--- src/rtl/txs_pkg.sv ---
package txs_pkg;
   localparam int NIB_W = 4;

   typedef enum logic [NIB_W-1:0] {
      TB_EMPTY = 4'd0,
      TB_READY = 4'd1,
      TB_OK    = 4'd2,
      TB_FAIL  = 4'd3,
      TB_ABORT = 4'd4
   } tb_state_e;

   function automatic logic [NIB_W-1:0] nib_at(input logic [31:0] w, input int i);
      return w[i*NIB_W +: NIB_W];
   endfunction
endpackage

--- src/rtl/txs_slot.sv ---
module txs_slot
   import txs_pkg::*;
(
   input  logic      clk,
   input  logic      rst_n,
   input  logic      cmd_hit,
   input  logic      do_abort,
   input  logic      do_ready,
   input  logic      do_empty,
   input  logic      done_hit,
   output tb_state_e state_q
);
   tb_state_e state_d;

   always_comb begin
      state_d = state_q;
      if (cmd_hit) begin
         if (do_abort && state_d == TB_READY)
            state_d = TB_ABORT;
         if (do_ready && state_d != TB_READY)
            state_d = TB_READY;
         if (do_empty && (state_d == TB_OK || state_d == TB_FAIL || state_d == TB_ABORT))
            state_d = TB_EMPTY;
      end
      if (done_hit)
         state_d = TB_OK;
   end

   always_ff @(posedge clk) begin
      if (!rst_n) state_q <= TB_EMPTY;
      else        state_q <= state_d;
   end

   // a lone abort leaves a non-ready buffer alone
   p_abort_only_ready_r3: assert property (@(posedge clk) disable iff (!rst_n)
      cmd_hit && do_abort && !do_ready && !do_empty && !done_hit && state_q != TB_READY
      |=> $stable(state_q));

   // mark-empty never clears a ready buffer
   p_empty_keeps_ready_r5: assert property (@(posedge clk) disable iff (!rst_n)
      cmd_hit && !do_abort && do_empty && !done_hit && state_q == TB_READY
      |=> state_q == TB_READY);
endmodule

--- src/rtl/txs_pick.sv ---
module txs_pick
   import txs_pkg::*;
#(
   parameter int NUM_BUF = 4,
   parameter int PRIO_W  = 3,
   localparam int IDX_W  = (NUM_BUF > 1) ? $clog2(NUM_BUF) : 1
)(
   input  logic [NUM_BUF-1:0]       ready_vec,
   input  logic [NIB_W*NUM_BUF-1:0] prio_word,
   output logic                     found,
   output logic [IDX_W-1:0]         idx
);
   logic [PRIO_W-1:0] best;

   always_comb begin
      found = 1'b0;
      idx   = '0;
      best  = '0;
      for (int i = 0; i < NUM_BUF; i++) begin
         if (ready_vec[i] && prio_word[i*NIB_W +: PRIO_W] > best) begin
            best  = prio_word[i*NIB_W +: PRIO_W];
            idx   = IDX_W'(i);
            found = 1'b1;
         end
      end
   end

   // a winner always carries a non-zero priority and is ready
   always_comb begin
      if (found) begin
         p_pick_nonzero_r8: assert (prio_word[idx*NIB_W +: PRIO_W] != '0 && ready_vec[idx]);
      end
   end
endmodule

--- src/rtl/txbuf_sched.sv ---
module txbuf_sched
   import txs_pkg::*;
#(
   parameter int NUM_BUF = 4,
   parameter int PRIO_W  = 3,
   parameter int CNT_W   = 16,
   localparam int IDX_W  = (NUM_BUF > 1) ? $clog2(NUM_BUF) : 1,
   localparam int WORD_W = NIB_W * NUM_BUF
)(
   input  logic               clk,
   input  logic               rst_n,
   input  logic               ctrl_en,
   input  logic               cmd_valid,
   input  logic [NUM_BUF-1:0] cmd_sel,
   input  logic               cmd_abort,
   input  logic               cmd_ready,
   input  logic               cmd_empty,
   input  logic [WORD_W-1:0]  prio_word,
   output logic               tx_req,
   output logic [IDX_W-1:0]   tx_idx,
   input  logic               tx_done,
   output logic [WORD_W-1:0]  state_word,
   output logic               tx_busy,
   output logic               idle,
   output logic               txnf,
   output logic [CNT_W-1:0]   frame_cnt,
   output logic               evt_txdone,
   output logic               evt_bufchg
);
   generate
      if (NUM_BUF < 1 || NUM_BUF > 8) begin : g_bad_num
         $error("txbuf_sched: NUM_BUF must be 1..8");
      end
      if (PRIO_W < 1 || PRIO_W > NIB_W) begin : g_bad_prio
         $error("txbuf_sched: PRIO_W must be 1..4");
      end
      if (CNT_W < 1) begin : g_bad_cnt
         $error("txbuf_sched: CNT_W must be positive");
      end
   endgenerate

   logic               busy_q;
   logic [IDX_W-1:0]   idx_q;
   logic [CNT_W-1:0]   cnt_q;
   logic               evt_q;
   logic               pick_found;
   logic [IDX_W-1:0]   pick_idx;
   logic               launch;
   logic               finish;
   logic               cmd_go;
   logic [NUM_BUF-1:0] ready_vec;
   logic [NUM_BUF-1:0] empty_vec;
   tb_state_e          st [NUM_BUF];

   assign cmd_go = cmd_valid && ctrl_en;
   assign launch = ctrl_en && !busy_q && pick_found;
   assign finish = busy_q && tx_done;

   for (genvar g = 0; g < NUM_BUF; g++) begin : g_slot
      logic guard;
      assign guard = (busy_q && idx_q == IDX_W'(g)) || (launch && pick_idx == IDX_W'(g));

      txs_slot u_slot (
         .clk      (clk),
         .rst_n    (rst_n),
         .cmd_hit  (cmd_go && cmd_sel[g] && !guard),
         .do_abort (cmd_abort),
         .do_ready (cmd_ready),
         .do_empty (cmd_empty),
         .done_hit (finish && idx_q == IDX_W'(g)),
         .state_q  (st[g])
      );

      assign state_word[g*NIB_W +: NIB_W] = st[g];
      assign ready_vec[g] = (st[g] == TB_READY);
      assign empty_vec[g] = (st[g] == TB_EMPTY);
   end

   txs_pick #(.NUM_BUF(NUM_BUF), .PRIO_W(PRIO_W)) u_pick (
      .ready_vec (ready_vec),
      .prio_word (prio_word),
      .found     (pick_found),
      .idx       (pick_idx)
   );

   always_ff @(posedge clk) begin
      if (!rst_n) begin
         busy_q <= 1'b0;
         idx_q  <= '0;
         cnt_q  <= '0;
         evt_q  <= 1'b0;
      end else begin
         evt_q <= finish;
         if (finish) begin
            busy_q <= 1'b0;
            cnt_q  <= cnt_q + 1'b1;
         end else if (launch) begin
            busy_q <= 1'b1;
            idx_q  <= pick_idx;
         end
      end
   end

   assign tx_req     = busy_q;
   assign tx_idx     = idx_q;
   assign tx_busy    = busy_q;
   assign idle       = !busy_q;
   assign txnf       = |empty_vec;
   assign frame_cnt  = cnt_q;
   assign evt_txdone = evt_q;
   assign evt_bufchg = evt_q;

   // a chosen buffer was ready when the request rose
   p_launch_ready_r9: assert property (@(posedge clk) disable iff (!rst_n)
      $rose(busy_q) |-> nib_at(32'(state_word), int'(idx_q)) == TB_READY);

   // request and index hold until completion
   p_req_hold_r9: assert property (@(posedge clk) disable iff (!rst_n)
      busy_q && !tx_done |=> busy_q && $stable(idx_q));

   // the completed buffer reads transmitted-OK next cycle
   p_done_ok_r10: assert property (@(posedge clk) disable iff (!rst_n)
      finish |=> nib_at(32'(state_word), int'($past(idx_q))) == TB_OK);

   // one count per completed frame
   p_cnt_step_r10: assert property (@(posedge clk) disable iff (!rst_n)
      finish |=> frame_cnt == $past(frame_cnt) + 1'b1);

   // with the controller disabled no state moves
   p_disabled_frozen_r7: assert property (@(posedge clk) disable iff (!rst_n)
      !ctrl_en && !finish |=> $stable(state_word));
endmodule

--- config.mk ---
export PLATFORM = sky130hd
export DESIGN_NAME = txbuf_sched
export DESIGN_NICKNAME = d
export VERILOG_FILES = /design/src/rtl/txs_pkg.sv /design/src/rtl/txs_slot.sv /design/src/rtl/txs_pick.sv /design/src/rtl/txbuf_sched.sv
export SDC_FILE = /design/constraint.sdc
export NUM_CORES = 1
export LEC_CHECK = 0
export CAP_MARGIN = 10
export CORE_AREA = 2 2 101 64
export CTS_CLUSTER_DIAMETER = 120
export DETAILED_ROUTE_END_ITERATION = 8
export DIE_AREA = 0 0 103 66
export PLACE_DENSITY = 0.79
export SETUP_SLACK_MARGIN = 0.3
export SLEW_MARGIN = 20
export SYNTH_ARGS = -nofsm -noshare
export SYNTH_HDL_FRONTEND = slang
export SYNTH_SLANG_ARGS = --single-unit
--- constraint.sdc ---
create_clock -name clk -period 5.28 [get_ports clk]
set_clock_uncertainty 0.1 [all_clocks]
set_input_delay 0.792 -clock clk [delete_from_list [all_inputs] [get_ports clk]]
set_output_delay 0.792 -clock clk [all_outputs]
set_load 0.02 [all_outputs]
==> impl_metrics.toml <==
[logic_synthesis]
yosys_warnings = 0
synth-seq-area-share_pct = 31.72
synth-compound-area-share_pct = 24.89
synthAdderAreaFrac_pct = 5.507
ys_types = 62
post-synth-top-area-fraction_pct = 31.72
syn_area_per_cell_sq_um = 8.478
synth_top_family_by_area = "simple AND/OR/NAND/NOR gates"
syn-num-nets = 306
muxShareOfSynthArea_pct = 0.4956
synthCells = 268
synth-seq-cells = 36
synth_area_sq_mm = 0.002272
ys.flop_type = "dfxtp_1"
synth_xor_area_share_pct = 5.011
synthSimpleGateAreaFrac_pct = 28.41
synth_edf_count = 0
synthTopCellsByArea = "dfxtp_1, ha_1, nand2_1"
synthArstFlopShare_pct = 0
yosysMostFrequentCell = "dfxtp_1"
netlist_top_cells_count = "dfxtp_1, nand2_1, nor2_1"
yosys.area.top_type = "dfxtp_1"

[power]
p_total_mw = 0.6216
power_density_mw_per_mm2 = 196.7
peakVddDrop_uv = 91.71
p_leak_nw = 1.188

[routing]
via_per_inst = 5.512
drc = 0
wire_per_inst_um = 15.19
vias = 2326
drt-pass1-iter-count = 4
drtAntennaViolNets = 0
routed_wirelength_um = 6412
drt_iter0_markers = 134

[place]
placed_area_sq_mm = 0.002997
gp_congestion = 0.9276
pre_cts_slack_ps = 21.29
place_hpwl_um = 4855
port_buffers = 63
dp_cells = 410

[floorplan]
initial_core_util_pct = 38.57
die_x_um = 103
die_area_sq_mm = 0.006798
io_pins = 68
core_sq_mm = 0.005891
die_y_um = 66
row_count = 22

[clocking]
holdBufCountCts = 0
clock_sinks = 36
tritoncts.num_buffers = 5
cts-root-buf = "clkbuf_8"
clk_pin_slew_ps = 70
htree_num_levels = 2
cts_tree = "built"
clkLatencyLatePin_ps = 280
cts_buffer_depth = 2

[sta]
final.setup.tns_ps = 0
setup_ws_ps = 439.8
worstMarginPinSlew_ps = 780.0
timing.hold.ws_ps = 400.9
setup-violations-final = 0
drv_slew = 0
min_period_ps = 4840
timing.fmax_mhz = 206.6
slew_headroom_pct = 47.68
min_period_over_period_pct = 91.67
timing_hold_violations_final = 0
rsz0062_at_grt = "false"

[critical_path]
r2r_slack_ps = 500
rr_endpoint = "g_slot[2].u_slot.state_q[1]"
worstSetupEndpoint = "g_slot[2].u_slot.state_q[1]"
setup.worst_path.class = "in -> reg"
required_ps = 5330
crit_path_end_kind = "flop"
startpoint = "prio_word[6]"
crit_path_max_fanout = 7
reg2regPathDepth = 18
crit_path_start_kind = "primary input"
crit_arrival_ps = 4890
reg2reg_from = "g_slot[0].u_slot.state_q[2]"

[global_route]
grt_pass1_vias = 2263
grt_antenna_before_repair = 0
gr-total-overflow = 0
grt_pass1_wl_um = 10440
grtUsageTotal_pct = 19.50
grt_max_degree = 28

[layout]
drive_above_1_share_pct = 10.95
final_core_util_pct = 53.65
layout.cells.non_filler = 422
area_growth_pct = 39.10
fin_area_sq_mm = 0.003161
diodes = 0
layout.nets = 375

[run]
cap_violations = 0

[hold_path]
hold_path_class = "reg -> reg"

[outcome]
outcome = "finished, final reports clean"
flip-flops by register name (all words and copies together), names as in the netlist:
register	cells
tx_busy	1
frame_cnt	16
evt_bufchg	1
g_slot.u_slot.state_q	16
tx_idx	2
layout make-up:
type / count / area (sq um)
fillers: 568 / 2730
inverters: 9 / 33.78
repair buffers: 73 / 721.9
clock buffers: 6 / 72.57
well taps: 84 / 105.1
multi-input cells: 212 / 1471
clock inverters: 2 / 35.03
flip-flops and latches: 36 / 720.7
how the worst min path moves through the flow:
stage	start	end	slack, ps	cells after the start
finish	frame_cnt[15]	frame_cnt[15]	400	2
CTS	frame_cnt[15]	frame_cnt[15]	400	2
floorplan	g_slot[3].u_slot.state_q[3]	g_slot[3].u_slot.state_q[3]	440	2
global placement	frame_cnt[15]	frame_cnt[15]	370	2
global route	frame_cnt[15]	frame_cnt[15]	430	2
detailed placement	frame_cnt[15]	frame_cnt[15]	380	2
critical path, cell delays in order:
cell	delay, ps
clkdlybuf4s50_1	450
ha_1	330
and3_1	190
a211oi_4	310
mux2_4	350
ha_1	170
nand3b_1	230
a211oi_4	370
a211o_1	150
o21ai_1	80
ha_1	330
and3_1	190
a211o_4	370
a31o_4	260
a21o_1	160
nor3b_2	150
logic make-up after synthesis:
group / count (synthesis)
AOI/OAI and AO/OA: 74
xor gates and xnor gates: 13
buffers and inverters: 20
and+or+nand+nor: 114
adders and majority gates: 10
DFF: 36
muxes: 1
cells in the final DEF (no fill, tap or decap), types with 3 or more instances in the layout:
| cell type | n |
|---|---|
| a211o_1 | 4 |
| a211oi_1 | 5 |
| a21oi_1 | 15 |
| a31oi_1 | 5 |
| and3_1 | 9 |
| buf_4 | 9 |
| clkbuf_8 | 5 |
| clkdlybuf4s50_1 | 58 |
| dfxtp_1 | 36 |
| dlymetal6s2s_1 | 5 |
| ha_1 | 10 |
| inv_1 | 8 |
| nand2_1 | 32 |
| nand3_1 | 6 |
| nand3b_1 | 4 |
| nand4_1 | 8 |
| nor2_1 | 25 |
| nor2b_1 | 4 |
| nor4_1 | 3 |
| o21ai_0 | 10 |
| o21ai_1 | 6 |
| o22ai_1 | 4 |
| or4b_1 | 3 |
| or4b_4 | 3 |
| xnor2_1 | 4 |
| xor2_1 | 9 |
where the power goes:
group | internal [mW] | switching, mW | total (mW)
Combinational | 0.0478 | 0.0544 | 0.102
Clock | 0.140 | 0.0979 | 0.238
Sequential | 0.275 | 0.00665 | 0.281
metal layers:
layer,up-vias,GRT usage (%),share of wire (%)
met4,0,5.099,1.0
li1,1132,-,-
met2,86,30.03,44
met1,1102,26.83,46
met3,6,5.391,8.3
met5,-,0,0
timing repair:
| item | in CTS | in global routing |
|---|---|---|
| gates resized for setup | 0 | 9 |
| endpoints found under the setup margin | 0 | 15 |
| setup buffers | 0 | 4 |
| endpoints found under the hold margin | 0 | 0 |
(Power assumes the default switching activity.)
